<file path="src/rtl/ecc_sram_pkg.sv">
package ecc_sram_pkg;

  localparam int LANES  = 2;
  localparam int BYTE_W = 8;
  localparam int CW_W   = 13;

  typedef struct packed {
    logic [LANES-1:0] wrEn;
    logic [LANES-1:0] rdEn;
    logic             rdOut;
    logic [LANES-1:0] injEn;
  } strobes_t;

  typedef struct packed {
    logic [BYTE_W-1:0] data;
    logic              single;
    logic              double;
  } decode_t;

  // Hamming syndrome over codeword positions 1..12
  function automatic logic [3:0] hamSyndrome(input logic [CW_W-1:0] cw);
    logic [3:0] syn;
    syn = '0;
    for (int i = 1; i < CW_W; i++) begin
      for (int k = 0; k < 4; k++) begin
        if (((i >> k) & 1) == 1) syn[k] = syn[k] ^ cw[i];
      end
    end
    return syn;
  endfunction

  function automatic logic [CW_W-1:0] eccEncode(input logic [BYTE_W-1:0] d);
    logic [CW_W-1:0] cw;
    logic [3:0] p;
    cw = '0;
    cw[3]  = d[0];
    cw[5]  = d[1];
    cw[6]  = d[2];
    cw[7]  = d[3];
    cw[9]  = d[4];
    cw[10] = d[5];
    cw[11] = d[6];
    cw[12] = d[7];
    p = hamSyndrome(cw);
    cw[1] = p[0];
    cw[2] = p[1];
    cw[4] = p[2];
    cw[8] = p[3];
    cw[0] = ^cw[CW_W-1:1];
    return cw;
  endfunction

  function automatic decode_t eccDecode(input logic [CW_W-1:0] cw);
    decode_t res;
    logic [3:0] syn;
    logic parBad;
    logic [CW_W-1:0] fixed;
    syn    = hamSyndrome(cw);
    parBad = ^cw;
    fixed  = cw;
    res.single = parBad && (syn <= 4'd12);
    res.double = (!parBad && (syn != 4'd0)) || (parBad && (syn > 4'd12));
    if (parBad && (syn != 4'd0) && (syn <= 4'd12)) fixed[syn] = ~fixed[syn];
    res.data = {fixed[12], fixed[11], fixed[10], fixed[9],
                fixed[7], fixed[6], fixed[5], fixed[3]};
    return res;
  endfunction

endpackage

</file>
<file path="src/rtl/sram_ctrl.sv">
module sram_ctrl
  import ecc_sram_pkg::*;
(
  input  logic     weN,
  input  logic     oeN,
  input  logic     ce1N,
  input  logic     ce2,
  input  logic     ubN,
  input  logic     lbN,
  input  logic     injEn,
  input  logic [LANES-1:0] injLane,
  output strobes_t strobes
);

  logic chipOn;
  logic [LANES-1:0] laneOn;

  assign chipOn = !ce1N && ce2;
  assign laneOn = {!ubN, !lbN};

  always_comb begin
    strobes       = '0;
    strobes.wrEn  = (chipOn && !weN) ? laneOn : '0;
    strobes.rdOut = chipOn && weN && !oeN && (laneOn != '0);
    strobes.rdEn  = strobes.rdOut ? laneOn : '0;
    strobes.injEn = injEn ? injLane : '0;
  end

endmodule

</file>
<file path="src/rtl/sram_lane.sv">
module sram_lane
  import ecc_sram_pkg::*;
#(
  parameter int AW = 6
) (
  input  logic              clk,
  input  logic              rstN,
  input  logic [AW-1:0]     addr,
  input  logic [BYTE_W-1:0] wrByte,
  input  logic              wrEn,
  input  logic              rdEn,
  input  logic              injEn,
  input  logic [CW_W-1:0]   injMask,
  output logic [BYTE_W-1:0] rdByte,
  output logic              corr,
  output logic              uncorr
);

  localparam int DEPTH = 1 << AW;

  logic [CW_W-1:0] store [DEPTH];
  decode_t dec;

  assign dec = eccDecode(store[addr]);

  always_ff @(posedge clk) begin
    if (wrEn) store[addr] <= eccEncode(wrByte);
    else if (injEn) store[addr] <= store[addr] ^ injMask;
  end

  always_ff @(posedge clk) begin
    if (!rstN) begin
      rdByte <= '0;
      corr   <= 1'b0;
      uncorr <= 1'b0;
    end else if (rdEn) begin
      rdByte <= dec.data;
      corr   <= dec.single;
      uncorr <= dec.double;
    end else begin
      rdByte <= '0;
      corr   <= 1'b0;
      uncorr <= 1'b0;
    end
  end

  // a lane never reports both outcomes at once
  a_r7_lane_flags_exclusive: assert property (@(posedge clk) disable iff (!rstN)
    !(corr && uncorr));

  // an unread lane drives a zero byte and no flags on the next cycle
  a_r5_idle_lane_quiet: assert property (@(posedge clk) disable iff (!rstN)
    !rdEn |=> (rdByte == '0) && !corr && !uncorr);

endmodule

</file>
<file path="src/rtl/sram_datapath.sv">
module sram_datapath
  import ecc_sram_pkg::*;
#(
  parameter int AW = 6
) (
  input  logic                    clk,
  input  logic                    rstN,
  input  logic [AW-1:0]           addr,
  input  logic [LANES*BYTE_W-1:0] wrData,
  input  logic [CW_W-1:0]         injMask,
  input  strobes_t                strobes,
  output logic [LANES*BYTE_W-1:0] rdData,
  output logic                    rdValid,
  output logic                    errCorr,
  output logic                    errUncorr
);

  logic [LANES-1:0] laneCorr;
  logic [LANES-1:0] laneUncorr;

  for (genvar g = 0; g < LANES; g++) begin : gLane
    sram_lane #(.AW(AW)) lane_i (
      .clk    (clk),
      .rstN   (rstN),
      .addr   (addr),
      .wrByte (wrData[g*BYTE_W +: BYTE_W]),
      .wrEn   (strobes.wrEn[g]),
      .rdEn   (strobes.rdEn[g]),
      .injEn  (strobes.injEn[g]),
      .injMask(injMask),
      .rdByte (rdData[g*BYTE_W +: BYTE_W]),
      .corr   (laneCorr[g]),
      .uncorr (laneUncorr[g])
    );
  end

  always_ff @(posedge clk) begin
    if (!rstN) rdValid <= 1'b0;
    else       rdValid <= strobes.rdOut;
  end

  assign errCorr   = |laneCorr;
  assign errUncorr = |laneUncorr;

  // data bus is quiet whenever it is not valid
  a_r10_data_zero_when_invalid: assert property (@(posedge clk) disable iff (!rstN)
    !rdValid |-> (rdData == '0));

endmodule

</file>
<file path="src/rtl/bytelane_ecc_sram.sv">
module bytelane_ecc_sram
  import ecc_sram_pkg::*;
#(
  parameter int AW = 6
) (
  input  logic          clk,
  input  logic          rstN,
  input  logic [AW-1:0] addr,
  input  logic [15:0]   wrData,
  input  logic          weN,
  input  logic          oeN,
  input  logic          ce1N,
  input  logic          ce2,
  input  logic          ubN,
  input  logic          lbN,
  input  logic          injEn,
  input  logic [1:0]    injLane,
  input  logic [12:0]   injMask,
  output logic [15:0]   rdData,
  output logic          rdValid,
  output logic          errCorr,
  output logic          errUncorr
);

  strobes_t strobes;

  sram_ctrl ctrl_i (
    .weN    (weN),
    .oeN    (oeN),
    .ce1N   (ce1N),
    .ce2    (ce2),
    .ubN    (ubN),
    .lbN    (lbN),
    .injEn  (injEn),
    .injLane(injLane),
    .strobes(strobes)
  );

  sram_datapath #(.AW(AW)) dp_i (
    .clk      (clk),
    .rstN     (rstN),
    .addr     (addr),
    .wrData   (wrData),
    .injMask  (injMask),
    .strobes  (strobes),
    .rdData   (rdData),
    .rdValid  (rdValid),
    .errCorr  (errCorr),
    .errUncorr(errUncorr)
  );

  // deselected cycle yields no valid data next cycle
  a_r3_deselect_no_read: assert property (@(posedge clk) disable iff (!rstN)
    (ce1N || !ce2) |=> !rdValid);

  // both byte enables off yields no valid data next cycle
  a_r4_no_lane_no_read: assert property (@(posedge clk) disable iff (!rstN)
    (ubN && lbN) |=> !rdValid);

  // output enable high or a write cycle gives no valid data
  a_r5_oe_gates_read: assert property (@(posedge clk) disable iff (!rstN)
    (oeN || !weN) |=> !rdValid);

  // flags only accompany valid read data
  a_r8_flags_need_read: assert property (@(posedge clk) disable iff (!rstN)
    !rdValid |-> (!errCorr && !errUncorr));

endmodule

</file>
<file path="config.mk">
export PLATFORM = sky130hd
export DESIGN_NAME = bytelane_ecc_sram
export DESIGN_NICKNAME = d
export VERILOG_FILES = /design/src/rtl/ecc_sram_pkg.sv /design/src/rtl/sram_ctrl.sv /design/src/rtl/sram_lane.sv /design/src/rtl/sram_datapath.sv /design/src/rtl/bytelane_ecc_sram.sv
export SDC_FILE = /design/constraint.sdc
export NUM_CORES = 2
export LEC_CHECK = 0
export ABC_AREA = 1
export ABC_CLOCK_PERIOD_IN_PS = 6700
export BUFFER_PORTS_ARGS = -buffer_cell sky130_fd_sc_hd__clkbuf_2
export CORE_ASPECT_RATIO = 1.1
export CORE_MARGIN = 8
export CORE_UTILIZATION = 57
export CTS_CLUSTER_SIZE = 30
export DETAILED_ROUTE_END_ITERATION = 7
export HOLD_SLACK_MARGIN = 0.15
export PLACE_DENSITY = 0.75
export SLEW_MARGIN = 40
export SYNTH_ARGS = -nofsm -noshare
export SYNTH_HDL_FRONTEND = slang
export SYNTH_SLANG_ARGS = --single-unit
</file>
<file path="constraint.sdc">
create_clock -name clk -period 6.7 [get_ports clk]
set_clock_uncertainty 0.05 [all_clocks]
set_input_delay 1.34 -clock clk [delete_from_list [all_inputs] [get_ports clk]]
set_output_delay 1.34 -clock clk [all_outputs]
set_load 0.02 [all_outputs]
</file>
Yosys cells after proc, flatten, opt, wreduce, memory -nomap -nowiden --
Memories as Yosys holds them, arrays and structs flattened. Cells that the tools add are included.
Operators by class: reduce and logical (&&, ||, !) cells 37, magnitude comparators 8, bitwise gates (word level) 76, muxes and demuxes 63
Operators by type and width (count):
- $xor A1 B1 Y1 | 70
- $mux W13 | 4
- $mux W1 | 50
- $bwmux W13 | 2
- $reduce_xor A13 Y1 | 2
- $xor A13 B13 Y13 | 2
- $reduce_xor A12 Y1 | 2
- $logic_and A1 B1 Y1 | 17
- $lt A4 B5 Y1 const B | 2
- $bmux W1 S4 | 2
- $demux W1 S4 | 2
- $ge A4 B1 Y1 const B | 2
- $gt A4 B4 Y1 const B | 2
- $le A4 B4 Y1 const B | 2
- $reduce_bool A4 Y1 | 2
- $logic_not A1 Y1 | 7
- $mux W2 | 3
- $reduce_and A2 Y1 | 2
- $reduce_or A2 Y1 | 2
- $logic_or A1 B1 Y1 | 2
- $not A1 Y1 | 2
- $or A1 B1 Y1 | 2
- $reduce_bool A2 Y1 | 1
Storage, ports and cells: bits in registers 21, bits of input ports 46, memories 2, word-level logic and storage cells 193, RAM bits 1664, output and inout port bits 19
Memory list:
- dp_i.gLane[0].lane_i.store | words 64, bits a word 13, read ports 1, clocked after Yosys merged registers in 0, write ports 1, RTL line sram_lane.sv:21 | logic [CW_W-1:0] store [DEPTH];
- dp_i.gLane[1].lane_i.store | words 64, bits a word 13, read ports 1, clocked after Yosys merged registers in 0, write ports 1, RTL line sram_lane.sv:21

Depth between registers and ports, before layout --
depth after elaboration 17, gate-level depth with buffers 29, gate-level depth less buffers 27

Modules after synthesis --
Synthesis repeated with hierarchy kept, for this count alone.
Unflattened totals: cells, all modules 6711, area, all modules 71935.2 sq um
By module, submodules not included:
- sram_lane | area each 35906.9 sq um, times used 2, cells each 3343, sequential area each 25184.2 sq um
- sram_ctrl | area each 71.3 sq um, times used 1, cells each 16, sequential area each 0.0 sq um
- sram_datapath | area each 50.0 sq um, times used 1, cells each 9, sequential area each 20.0 sq um

Worst setup path before layout --
Ideal clock, no wire load.
path kind input -> register, from input addr[2], to memory dp_i.gLane[0].lane_i.store[0][12] (data pin), required time 5.949 ns, buffers on the path 4, setup time 0.701 ns, slack 0.389 ns, arrival time 5.559 ns, cell stages on the path 14, cells stage by stage buf_4 > inv_4 > nand2_2 > nor2_2 > buf_2 > buf_6 > buf_2 > a22oi_1 > nand3_1 > o21ai_0 > nand4_1 > nand2b_1 > xor2_1 > o21ai_0
On the way: word-level cells in the longest chain between the ends 3
Ends and longest elaborated chain:
- start: declaration | RTL line bytelane_ecc_sram.sv:8 | input logic [AW-1:0] addr,
- $mem_v2 Z64 W13
- $xor A13 B13 Y13 | RTL line sram_lane.sv:28 | else if (injEn) store[addr] <= store[addr] ^ injMask;
- $mux W13 (no line)
- end: declaration | RTL line sram_lane.sv:21
No other way between the ends.

Worst setup path in the final report --
from input addr[1], to register dp_i.gLane[1].lane_i.rdByte[4]
On the way: word-level cells in the longest chain between the ends 12, elaborated cells on any way between the ends 34, classes of those cells 3 x order compare; 6 x mux; 19 x bitwise; 5 x reduce/logical; 1 x memory
Ends and longest elaborated chain:
- $mem_v2 Z64 W13 (*)
- $xor A1 B1 Y1 (5 in series) | RTL line ecc_sram_pkg.sv:26 | if (((i >> k) & 1) == 1) syn[k] = syn[k] ^ cw[i];
- $lt A4 B5 Y1 (implied by the code) or $ge A4 B1 Y1 (tied branches) | RTL line ecc_sram_pkg.sv:63 | if (parBad && (syn != 4'd0) && (syn <= 4'd12)) fixed[syn] = ~fixed[syn];
- $logic_and A1 B1 Y1 (implied by the code) | RTL line ecc_sram_pkg.sv:63
- $mux W1 (implied by the code) | RTL line ecc_sram_pkg.sv:63
- $demux W1 S4 | RTL line ecc_sram_pkg.sv:63
- $bwmux W13 | RTL line ecc_sram_pkg.sv:63
- $mux W13 (*) | RTL line ecc_sram_pkg.sv:63
- end signal: assignment | RTL line sram_lane.sv:37 | rdByte <= dec.data;
- end: declaration | RTL line sram_lane.sv:14 | output logic [BYTE_W-1:0] rdByte,
Mark *: on every way between the ends. The rest lies on a longest branch, timed or not. The select of a mux whose other input is x is not followed. A chain may end at the register's enable or synchronous reset.

==> results.ini <==
[placement]
detailed_place_hpwl_mm = 131
place.detailed.instances = 8419
dpl_cell_area_mm2 = 0.0757
finalWeightedCongestion = 0.980
io_buffer_count = 64

[routing]
wl_per_cell_um = 24.2
firstDrtPassIters = 7
ratio_of_routed_vias_to_standard_cells = 5.87
drt.antenna.violating_nets = 0
dr.first_iter.drc_count = 6669
drc_errors = 0
drt_wl_total_mm = 211
num_vias = 51221

[power_and_ir_drop]
leakage_power_summed_over_all_cells_nw = 32.2
int_power_w = 0.0176
totalPowerFinal_w = 0.0235
seq_power_share_pct = 51.3
power_frac_clock_pct = 38.1
vdd_ir_drop_max_uv = 284
combPwrFrac_pct = 10.7
sw_frac_of_total_pct = 25.2
power.density_cell_area_mw_per_mm2 = 291
netSwitchingPower_w = 0.00593

[yosys]
netlist_instances = 6786
postSynthAreaPerCell_um2 = 10.6
synth_commonest_cells = sky130_fd_sc_hd__nand2_1 (3,350), sky130_fd_sc_hd__edfxtp_1 (1,664), sky130_fd_sc_hd__nor2_1 (260), sky130_fd_sc_hd__inv_1 (249), sky130_fd_sc_hd__buf_2 (192)
postSynth.asyncResetShare_pct = 0
ys.warnings.count = 0
ys_dominant_reg_cell = sky130_fd_sc_hd__edfxtp_1
postSynthNetCount = 6832
synth_top_cell_by_area = sky130_fd_sc_hd__edfxtp_1
synthDistinctLibCells = 43
postSynthRegisterBits = 1685
netlist.area_leader.share_pct = 69.7
sequential_area_share_after_synthesis_pct = 70.3
synthMostInstantiatedCell = sky130_fd_sc_hd__nand2_1
mappedNetlistArea_mm2 = 0.0717
synth_area_leaders = sky130_fd_sc_hd__edfxtp_1 (70%), sky130_fd_sc_hd__nand2_1 (18%), sky130_fd_sc_hd__nor2_1 (1.4%)
number_of_enable_flip_flop_cells_after_synthesis = 1664

[timing]
setup_viol = 0
fmax_ghz = 0.197
fin_max_slew_vios = 0
finalHoldViolations = 0
max-slew-margin-rel_pct = 39.1
fin_crit_ps = 5080
worstMarginPinSlew_ps = 907
setup_repair_after_global_routing_missed_its_margin = no
finalCritPeriodShare_pct = 75.8
fin_setup_tns_ps = 0

[critical_path]
cpMaxStageDelayCell = sky130_fd_sc_hd__clkinv_1
worst_path_most_repeated_cell = sky130_fd_sc_hd__nand2_1
timing.critical_path.max_delay_family = simple AND/OR/NAND/NOR gates
cpPeakStageDelay_ps = 720
critical_path.endpoint_type = flop
worst-path-buf-inv = 3
cp-start-kind = input pin
data_required_time_at_the_worst_endpoint_ps = 7320
worstPathCellList = buf_8 > nand2_1 > clkinv_1 > nand3b_1 > nand2_1 > o21ai_0 > nand2_1 > nor2_1 > nand2_1 > nand2_1 > nand3_1 > nand3_1 > nand2_1 > nand2_1 > nand2_2 > nor2_2 > nand2_1 > nand2_1 > inv_1 > nand2_1 > nand2_1 > nor2_4 > a21oi_1
largest_fanout_on_the_critical_path = 35
path_class = input pin to flop
worst-endpoint-arrival_ps = 5700

[die]
chipHeight_um = 388
initial_utilization_pct = 57.4
core_area_mm2 = 0.125
boundaryPins = 65
die_width_um = 354
fp.dieArea_mm2 = 0.137
rows = 136

[global_routing]
grtUsageTotal_pct = 30.1
antenna_found_initial = 3
first_global_vias = 49423
wire_length_of_the_first_global_routing_pass_mm = 311
grt_start_max_net_pins = 169
gr-total-overflow = 0

[final_layout]
syn_to_final_growth_pct = 12.9
num-nets-final = 6978
finish.instance_area_mm2 = 0.0810
drive_above_1_share_pct = 10.8
finish.cell_count_without_fillers = 8724

[cts]
tritoncts = built
cts.reportedPaths.clkPinSlew_ps = 60
postCtsResizedCells = 0
cts_max_path_buffers = 3
postCtsHoldBufs = 0
numCtsBuffers = 164
post_cts_buffers = 0
ctsRootBufferMaster = sky130_fd_sc_hd__clkbuf_16
clock_tree.htree_level_count = 4
insertion_delay_ps = 810
clock_net_sink_count = 1685

[hold_path]
min_path_type = flop to flop

[status]
status = completed

[flow_run]
drv_cap = 0

## area by class of cell
cell class / count / area, um2
inverter: 268 / 1020
fill: 9274 / 43900
multi-input combinational: 4502 / 19700
clock inverter: 87 / 816
tap: 1656 / 2070
timing repair buffer: 311 / 2650
antenna: 4 / 10.0
clock buffer: 211 / 4330
sequential: 1685 / 50400
## registers in the layout, summed over array words and instances (netlist names)
register and flops:
dp_i.gLane.lane_i.rdByte 16, dp_i.rdValid 1, dp_i.gLane.lane_i.uncorr 2, dp_i.gLane.lane_i.store 1664
dp_i.gLane.lane_i.corr 2
## cell families after synthesis
group                     synth area share (%)
AOI/OAI and AO/OA                         2.75
DFF                                       70.3
buffers and inverters                     3.63
muxes                                    0.138
and+or+nand+nor                           22.5
xor gates and xnor gates                 0.672
## worst register-to-register path, cell delays in order, from the launching register on
cell and delay (ps):
sky130_fd_sc_hd__edfxtp_1 360, sky130_fd_sc_hd__nand2_1 80, sky130_fd_sc_hd__nand2_1 50, sky130_fd_sc_hd__nand2_1 60, sky130_fd_sc_hd__nand2_1 90, sky130_fd_sc_hd__nand2_1 70, sky130_fd_sc_hd__nand2_1 120, sky130_fd_sc_hd__nand2_1 140
sky130_fd_sc_hd__nand2_1 70, sky130_fd_sc_hd__nor2_1 670, sky130_fd_sc_hd__inv_1 90, sky130_fd_sc_hd__nor2_1 400, sky130_fd_sc_hd__nand2_1 100, sky130_fd_sc_hd__nand2_1 120, sky130_fd_sc_hd__nand2_1 80, sky130_fd_sc_hd__nand3_1 100
sky130_fd_sc_hd__nand2_2 110, sky130_fd_sc_hd__inv_1 150, sky130_fd_sc_hd__nand2_1 110, sky130_fd_sc_hd__o21ai_1 120, sky130_fd_sc_hd__inv_1 50, sky130_fd_sc_hd__nand2_1 70, sky130_fd_sc_hd__nand3_2 150, sky130_fd_sc_hd__nor2_1 140
sky130_fd_sc_hd__nor2_1 50
## layout by cell type (no fill, tap or decap), types with 21 or more instances in the layout
cell / count
sky130_fd_sc_hd__o21ai_1: 31
sky130_fd_sc_hd__nor2_1: 251
sky130_fd_sc_hd__nand3_1: 168
sky130_fd_sc_hd__buf_12: 25
sky130_fd_sc_hd__a22oi_1: 28
sky130_fd_sc_hd__xor2_1: 40
sky130_fd_sc_hd__clkinv_1: 47
sky130_fd_sc_hd__nor3_2: 110
sky130_fd_sc_hd__buf_4: 210
sky130_fd_sc_hd__o21ai_0: 118
sky130_fd_sc_hd__clkbuf_1: 44
sky130_fd_sc_hd__clkbuf_16: 166
sky130_fd_sc_hd__dfxtp_1: 21
sky130_fd_sc_hd__nand4_1: 71
sky130_fd_sc_hd__or2_2: 32
sky130_fd_sc_hd__a21oi_1: 162
sky130_fd_sc_hd__inv_1: 242
sky130_fd_sc_hd__clkbuf_2: 61
sky130_fd_sc_hd__nand2_1: 3345
sky130_fd_sc_hd__edfxtp_1: 1664
## layer usage
layer	wire length, um	GRT usage [%]	vias to the layer above	part of all wire [%]
li1	-	-	22862	-
met1	74500	38.0	24376	35
met2	97100	47.6	3240	46
met3	23600	6.41	743	11
met4	15700	19.0	0	7.5
met5	0	0	-	0
## metrics by stage
step	hold slack (ps)	util [%]	worst slack (ps)
floorplan	762	-	389
global placement	938	60.4	1140
detailed placement	938	60.6	1110
CTS	956	64.7	1930
global route	1040	64.8	1400
finish	968	64.8	1620
## final timing paths
check / startpoint / cells past startpoint / slack (ps) / endpoint
max: addr[1] / 23 / 1620 / dp_i.gLane[1].lane_i.rdByte[4]
min reg2reg: dp_i.gLane[0].lane_i.store[53][12] / 8 / 970 / dp_i.gLane[0].lane_i.rdByte[7]
max reg2reg: dp_i.gLane[0].lane_i.store[32][6] / 24 / 3010 / dp_i.gLane[0].lane_i.rdByte[5]
min: dp_i.gLane[0].lane_i.store[53][12] / 8 / 970 / dp_i.gLane[0].lane_i.rdByte[7]
## power by group through the flow
stage / sequential [W] / clock, W / combinational (W)
final: 0.0121 / 0.00896 / 0.00251
after global routing: 0.0121 / 0.00939 / 0.00270
after CTS: 0.0121 / 0.00902 / 0.00246
after detailed placement: 0.0123 / 0 / 0.00244
after global placement: 0.0123 / 0 / 0.00238
after floorplan: 0.0123 / 0 / 0.00140
Power figures use the tool's default switching activity.
